File: config.mk
export PLATFORM = sky130hd
export DESIGN_NAME = toggle_poll_ctrl
export DESIGN_NICKNAME = d
export VERILOG_FILES = /design/src/rtl/tpc_pkg.sv /design/src/rtl/tpc_rd_port.sv /design/src/rtl/tpc_tog_cmp.sv /design/src/rtl/tpc_pair_ctr.sv /design/src/rtl/toggle_poll_ctrl.sv
export SDC_FILE = /design/constraint.sdc
export NUM_CORES = 1
export LEC_CHECK = 0
export ABC_AREA = 1
export BUFFER_PORTS_ARGS = -buffer_cell sky130_fd_sc_hd__buf_2
export CORE_MARGIN = 10
export CORE_UTILIZATION = 26
export DETAILED_ROUTE_END_ITERATION = 10
export SLEW_MARGIN = 0
export SYNTH_ARGS = -nofsm -noshare
export SYNTH_HDL_FRONTEND = slang
export SYNTH_SLANG_ARGS = --single-unit
File: constraint.sdc
create_clock -name clk -period 4.8 [get_ports clk]
set_input_delay 0.72 -clock clk [delete_from_list [all_inputs] [get_ports clk]]
set_output_delay 0.72 -clock clk [all_outputs]
set_load 0.05 [all_outputs]
File: src/rtl/tpc_pkg.sv
package tpc_pkg;
   typedef enum logic [2:0] {
      ST_IDLE,
      ST_RD_A,
      ST_RD_B,
      ST_RC_A,
      ST_RC_B,
      ST_TAIL
   } poll_st_e;

   typedef enum logic [1:0] {
      VD_NONE,
      VD_DONE,
      VD_FAIL,
      VD_SUSP
   } verdict_e;
endpackage

File: src/rtl/tpc_rd_port.sv
module tpc_rd_port #(
   parameter int ADDR_W = 20,
   parameter int DATA_W = 8
) (
   input  logic              clk,
   input  logic              rst_n,
   input  logic              start_i,
   input  logic [ADDR_W-1:0] addr_i,
   output logic              req_o,
   output logic [ADDR_W-1:0] addr_o,
   input  logic              ack_i,
   input  logic [DATA_W-1:0] data_i,
   output logic              vld_o,
   output logic [DATA_W-1:0] data_o
);
   logic              req_q, vld_q;
   logic [ADDR_W-1:0] addr_q;
   logic [DATA_W-1:0] data_q;

   always_ff @(posedge clk or negedge rst_n) begin
      if (!rst_n) begin
         req_q  <= 1'b0;
         vld_q  <= 1'b0;
         addr_q <= '0;
         data_q <= '0;
      end else begin
         vld_q <= 1'b0;
         if (start_i) begin
            req_q  <= 1'b1;
            addr_q <= addr_i;
         end else if (req_q && ack_i) begin
            req_q  <= 1'b0;
            vld_q  <= 1'b1;
            data_q <= data_i;
         end
      end
   end

   assign req_o  = req_q;
   assign addr_o = addr_q;
   assign vld_o  = vld_q;
   assign data_o = data_q;
endmodule

File: src/rtl/tpc_tog_cmp.sv
module tpc_tog_cmp #(
   parameter int DATA_W  = 8,
   parameter int TOG_POS = 6,
   parameter int LIM_POS = 5,
   parameter int SEC_POS = 2,
   parameter bit SEC_EN  = 1'b1
) (
   input  logic [DATA_W-1:0] prev_i,
   input  logic [DATA_W-1:0] cur_i,
   output logic              tog_o,
   output logic              lim_o,
   output logic              sec_tog_o
);
   logic [DATA_W-1:0] diff;
   logic              unused_bits;

   assign diff  = prev_i ^ cur_i;
   assign tog_o = diff[TOG_POS];
   assign lim_o = cur_i[LIM_POS];

   generate
      if (SEC_EN) begin : g_sec
         assign sec_tog_o = diff[SEC_POS];
      end else begin : g_nosec
         assign sec_tog_o = 1'b0;
      end
   endgenerate

   assign unused_bits = ^{diff, cur_i};
endmodule

File: src/rtl/tpc_pair_ctr.sv
module tpc_pair_ctr #(
   parameter int MAX_PAIRS = 1024
) (
   input  logic clk,
   input  logic rst_n,
   input  logic clr_i,
   input  logic inc_i,
   output logic last_o
);
   localparam int CW = (MAX_PAIRS > 1) ? $clog2(MAX_PAIRS) : 1;
   localparam logic [CW-1:0] LAST = CW'(MAX_PAIRS - 1);

   logic [CW-1:0] cnt_q;

   always_ff @(posedge clk or negedge rst_n) begin
      if (!rst_n)      cnt_q <= '0;
      else if (clr_i)  cnt_q <= '0;
      else if (inc_i)  cnt_q <= cnt_q + 1'b1;
   end

   assign last_o = (cnt_q == LAST);
endmodule

File: src/rtl/toggle_poll_ctrl.sv
module toggle_poll_ctrl
   import tpc_pkg::*;
#(
   parameter int ADDR_W    = 20,
   parameter int DATA_W    = 8,
   parameter int MAX_PAIRS = 1024,
   parameter int TOG_POS   = 6,
   parameter int LIM_POS   = 5,
   parameter int SEC_POS   = 2,
   parameter bit SEC_EN    = 1'b1
) (
   input  logic              clk,
   input  logic              rst_n,
   input  logic              go_i,
   input  logic [ADDR_W-1:0] addr_i,
   input  logic              erase_i,
   output logic              rd_req_o,
   output logic [ADDR_W-1:0] rd_addr_o,
   input  logic              rd_ack_i,
   input  logic [DATA_W-1:0] rd_data_i,
   output logic              busy_o,
   output logic              done_o,
   output logic              fail_o,
   output logic              susp_o,
   output logic [DATA_W-1:0] result_o
);
   generate
      if (MAX_PAIRS < 1) begin : g_bad_max
         $error("MAX_PAIRS must be at least 1");
      end
      if (TOG_POS >= DATA_W || LIM_POS >= DATA_W || SEC_POS >= DATA_W) begin : g_bad_pos
         $error("status bit positions must lie inside DATA_W");
      end
      if (TOG_POS == LIM_POS || TOG_POS == SEC_POS) begin : g_bad_alias
         $error("toggle bit must differ from the flag and sector bits");
      end
   endgenerate

   poll_st_e          state_q, state_d;
   verdict_e          verdict;
   logic [ADDR_W-1:0] addr_q;
   logic [DATA_W-1:0] first_q, result_q, rd_byte;
   logic              erase_q, done_q, fail_q, susp_q;
   logic              rd_start, rd_vld, tog, lim, sec_tog, pair_last, go_ok;

   assign go_ok = go_i && (state_q == ST_IDLE);

   tpc_rd_port #(.ADDR_W(ADDR_W), .DATA_W(DATA_W)) rd_i (
      .clk    (clk),
      .rst_n  (rst_n),
      .start_i(rd_start),
      .addr_i (go_ok ? addr_i : addr_q),
      .req_o  (rd_req_o),
      .addr_o (rd_addr_o),
      .ack_i  (rd_ack_i),
      .data_i (rd_data_i),
      .vld_o  (rd_vld),
      .data_o (rd_byte)
   );

   tpc_tog_cmp #(
      .DATA_W(DATA_W), .TOG_POS(TOG_POS), .LIM_POS(LIM_POS),
      .SEC_POS(SEC_POS), .SEC_EN(SEC_EN)
   ) cmp_i (
      .prev_i   (first_q),
      .cur_i    (rd_byte),
      .tog_o    (tog),
      .lim_o    (lim),
      .sec_tog_o(sec_tog)
   );

   tpc_pair_ctr #(.MAX_PAIRS(MAX_PAIRS)) pair_i (
      .clk   (clk),
      .rst_n (rst_n),
      .clr_i (go_ok),
      .inc_i (state_q == ST_RD_B && rd_vld && tog && !lim && !pair_last),
      .last_o(pair_last)
   );

   always_comb begin
      state_d = state_q;
      verdict = VD_NONE;
      unique case (state_q)
         ST_IDLE: if (go_ok) state_d = ST_RD_A;
         ST_RD_A: if (rd_vld) state_d = ST_RD_B;
         ST_RD_B: if (rd_vld) begin
            if (!tog) begin
               if (sec_tog && erase_q) verdict = VD_SUSP;
               else                    state_d = ST_TAIL;
            end else if (lim) begin
               state_d = ST_RC_A;
            end else if (pair_last) begin
               verdict = VD_FAIL;
            end else begin
               state_d = ST_RD_A;
            end
         end
         ST_RC_A: if (rd_vld) state_d = ST_RC_B;
         ST_RC_B: if (rd_vld) begin
            if (tog)                     verdict = VD_FAIL;
            else if (sec_tog && erase_q) verdict = VD_SUSP;
            else                         state_d = ST_TAIL;
         end
         ST_TAIL: if (rd_vld) verdict = VD_DONE;
         default: state_d = ST_IDLE;
      endcase
      if (verdict != VD_NONE) state_d = ST_IDLE;
   end

   assign rd_start = (state_d != state_q) && (state_d != ST_IDLE);

   always_ff @(posedge clk or negedge rst_n) begin
      if (!rst_n) begin
         state_q  <= ST_IDLE;
         addr_q   <= '0;
         erase_q  <= 1'b0;
         first_q  <= '0;
         result_q <= '0;
         done_q   <= 1'b0;
         fail_q   <= 1'b0;
         susp_q   <= 1'b0;
      end else begin
         state_q <= state_d;
         done_q  <= (verdict == VD_DONE);
         fail_q  <= (verdict == VD_FAIL);
         susp_q  <= (verdict == VD_SUSP);
         if (go_ok) begin
            addr_q  <= addr_i;
            erase_q <= erase_i;
         end
         if (rd_vld && (state_q == ST_RD_A || state_q == ST_RC_A))
            first_q <= rd_byte;
         if (verdict != VD_NONE)
            result_q <= rd_byte;
      end
   end

   assign busy_o   = (state_q != ST_IDLE);
   assign done_o   = done_q;
   assign fail_o   = fail_q;
   assign susp_o   = susp_q;
   assign result_o = result_q;
endmodule

==> impl_metrics.toml <==
[sta]
fin_tns_setup_ns = 0
finalCriticalPeriod_ns = 2.939
fin_skew_ns = 0.004247
fmax_mhz = 340.2
post-route-period-util = 0.6123
setup_violations = 0
finalHoldViolCount = 0
drv_slew = 0
worstMarginPinSlew_ns = 1.080
rsz0062_at_grt = "false"
relSlewSlack = 0.2782

[setup_path]
arrival_ns = 3.16
crit_path_max_incr_delay_ns = 0.86
cp-start-kind = "flip-flop"
cp_slowest_cell = "o21bai_4"
cp_common_cell = "nand2_1"
cp_max_fo = 50
crit_required_ns = 5.02
path_delay_family = "simple AND/OR/NAND/NOR gates"
rrSetupSlack_ns = 1.86
cp-end-kind = "flip-flop"
cp.depth = 15
crit_buf_inv = 1
r2r.worst_path.cells = 15
worst-setup-path-type = "flip-flop to flip-flop"
crit_chain = "ha_1 -> nand3_1 -> nor2_1 -> nand3_1 -> nand3_1 -> nand2_2 -> nand2_4 -> inv_2 -> nand2_1 -> nand2_1 -> nand2_1 -> o21bai_4 -> nand2_4 -> nand2_1 -> nand2_1"

[clock_tree]
root_buffer = "clkbuf_16"
insertion_delay_ns = 0.33
cts_buffers = 9
clock_sinks = 77
clockBufferDepth = 2
clk_pin_slew_ns = 0.05
postCtsSetupRepairBufs = 0
htreeDepth = 3
holdBufCountCts = 0
cts_tree = "built"
cts.repair.resized = 0

[floorplan]
core_mm2 = 0.01262
die_h_um = 133.3
die-area_mm2 = 0.01778
std_cell_rows = 41
floorplan.initialDensity = 0.2646
die_width_um = 133.3
io_pins = 66

[global_route]
grtUsageMet1 = 0.1146
grt_pass1_wl_mm = 13.43
grt_pass1_vias = 2768
antenna_found_initial = 0
top_usage_layer = "met2"
met2_usage = 0.1429
grt_use_total = 0.09170
grt_max_degree = 78
grt_use_met3 = 0.02857
grt_overflow = 0

[power_and_ir_drop]
pwr-share-clk = 0.206
powerDensity_mw_per_mm2 = 762.0
seq_power_share = 0.328
peakVddDrop_v = 0.0003490
swShare = 0.4652
p_switching_mw = 1.456
p_int_mw = 1.673
p_leak_nw = 2.193
power_frac_comb = 0.466

[logic_synthesis]
syn_nets = 438
syn_avg_cell_area_um2 = 8.266
ys_ff_latch = 77
yosys_warnings = 0
ys_types = 29
syn_area_mm2 = 0.003339
ys_seq_area_frac = 0.5770
syn_inst = 404

[final_layout]
finish.utilization = 0.3254
num-fill-cells = 1372
drive_gt1_frac = 0.1966
final_common_cell = "nand2_1"
layout_common_cells = "nand2_1, dfrtp_1, buf_2"
syn_to_final_growth_pct = 22.97
nets = 503
diodes = 0

[route]
wl_per_cell_um = 12.34
antenna_left = 0
routed_wl_mm = 7.961
drtIter0Drc = 106
drt_pass1_iterations = 4
via_count = 2713
viasPerCell = 4.206
remaining_drc_errors = 0

[placement]
detailed_place_hpwl_mm = 5.736
gp_congestion = 0.7975
io_buffers = 65

[hold_path]
hp-class = "flip-flop to flip-flop"
min_path_cells = 2

[status]
outcome = "complete, no violations"

[job]
drv_cap = 0
-- tightest hold or removal path, delay by kind of cell, from the launching register on --
kind             cells  cell delay (ns)
and+or+nand+nor      2             0.10
DFF                  1             0.34
-- worst paths after layout --
check                            endpoint            start
max                        rd_i.data_o[1]  pair_i.cnt_q[0]
min                           result_o[0]      result_o[0]
max reg2reg                rd_i.data_o[1]  pair_i.cnt_q[0]
min reg2reg                   result_o[0]      result_o[0]
max in group asynchronous  rd_i.addr_o[4]            rst_n
min in group asynchronous      addr_q[16]            rst_n
-- Yosys cell counts --
| cell | instances | area, um2 |
|---|---|---|
| a21oi_1 | 8 | 40.04 |
| a21oi_2 | 1 | 8.760 |
| a31oi_1 | 1 | 6.260 |
| and3_1 | 1 | 6.260 |
| buf_1 | 1 | 3.750 |
| buf_2 | 2 | 10.01 |
| buf_4 | 3 | 22.52 |
| buf_6 | 1 | 11.26 |
| clkbuf_1 | 5 | 18.77 |
| clkinv_1 | 1 | 3.750 |
| dfrtp_1 | 77 | 1927 |
| ha_1 | 1 | 12.51 |
| inv_1 | 44 | 165.2 |
| inv_2 | 5 | 18.77 |
| nand2_1 | 163 | 611.8 |
| nand2_2 | 2 | 12.51 |
| nand2_4 | 2 | 22.52 |
| nand3_1 | 19 | 95.09 |
| nor2_1 | 16 | 60.06 |
| nor2_2 | 3 | 18.77 |
| nor3_1 | 8 | 40.04 |
| nor3_2 | 1 | 10.01 |
| o211ai_1 | 1 | 7.510 |
| o21ai_0 | 23 | 115.1 |
| o21ai_1 | 11 | 55.05 |
| o21ba_2 | 1 | 10.01 |
| o21bai_1 | 1 | 7.510 |
| o21bai_2 | 1 | 11.26 |
| o31ai_1 | 1 | 7.510 |
-- flip-flops by register name, summed over array words and instances (netlist names) --
| name | flops |
|---|---|
| erase_q | 1 |
| state_q | 3 |
| susp_o | 1 |
| done_o | 1 |
| rd_i.req_o | 1 |
| first_q | 2 |
| addr_q | 20 |
| rd_i.data_o | 8 |
| pair_i.cnt_q | 10 |
| rd_i.addr_o | 20 |
| fail_o | 1 |
| result_o | 8 |
| rd_i.vld_o | 1 |
-- power by group through the flow --
| stage | Sequential [mW] | Clock (mW) | Combinational [mW] |
|---|---|---|---|
| CTS | 1.03 | 0.662 | 1.49 |
| global placement | 1.04 | 0 | 1.45 |
| floorplan | 1.33 | 0 | 0.885 |
| detailed placement | 1.04 | 0 | 1.49 |
| finish | 1.03 | 0.643 | 1.46 |
| global route | 1.06 | 0.694 | 1.65 |
-- layer usage --
metal	up-vias	part of all wire
li1	1382	-
met1	1253	0.47
met2	64	0.47
met3	14	0.043
met4	0	0.020
met5	-	0
-- through the flow --
| stage | power (mW) | hold WS (ns) | instances | area (um2) | worst slack, ns |
|---|---|---|---|---|---|
| floorplan | 2.214 | 0.4244 | 404 | 3339 | 2.859 |
| global placement | 2.490 | 0.4572 | 630 | 3831 | 1.862 |
| detailed placement | 2.528 | 0.4642 | 630 | 3831 | 1.807 |
| CTS | 3.187 | 0.4781 | 645 | 4106 | 1.801 |
| global route | 3.405 | 0.4993 | 645 | 4106 | 1.419 |
| finish | 3.129 | 0.4763 | 645 | 4106 | 1.861 |
-- final cells by class --
cell class	count	area, um2	area share
repair buffers	66	335.3	0.08166
flip-flops and latches	77	1927	0.4692
clock buffers	13	240.2	0.05850
clock inverters	2	35.03	0.008531
multi-input cells	265	1166	0.2840
inverters	50	187.7	0.04570
well taps	172	215.2	0.05241
-- logic make-up (layout without fill, tap and decap cells) --
group / Yosys count / in the layout / synth area share
simple gates: 215 / 215 / 0.2626
flops: 77 / 77 / 0.5770
buf+inv: 62 / 131 / 0.07606
compound gates: 49 / 49 / 0.08056
fa+ha+maj: 1 / 1 / 0.003746
Power figures use the tool's default switching activity.
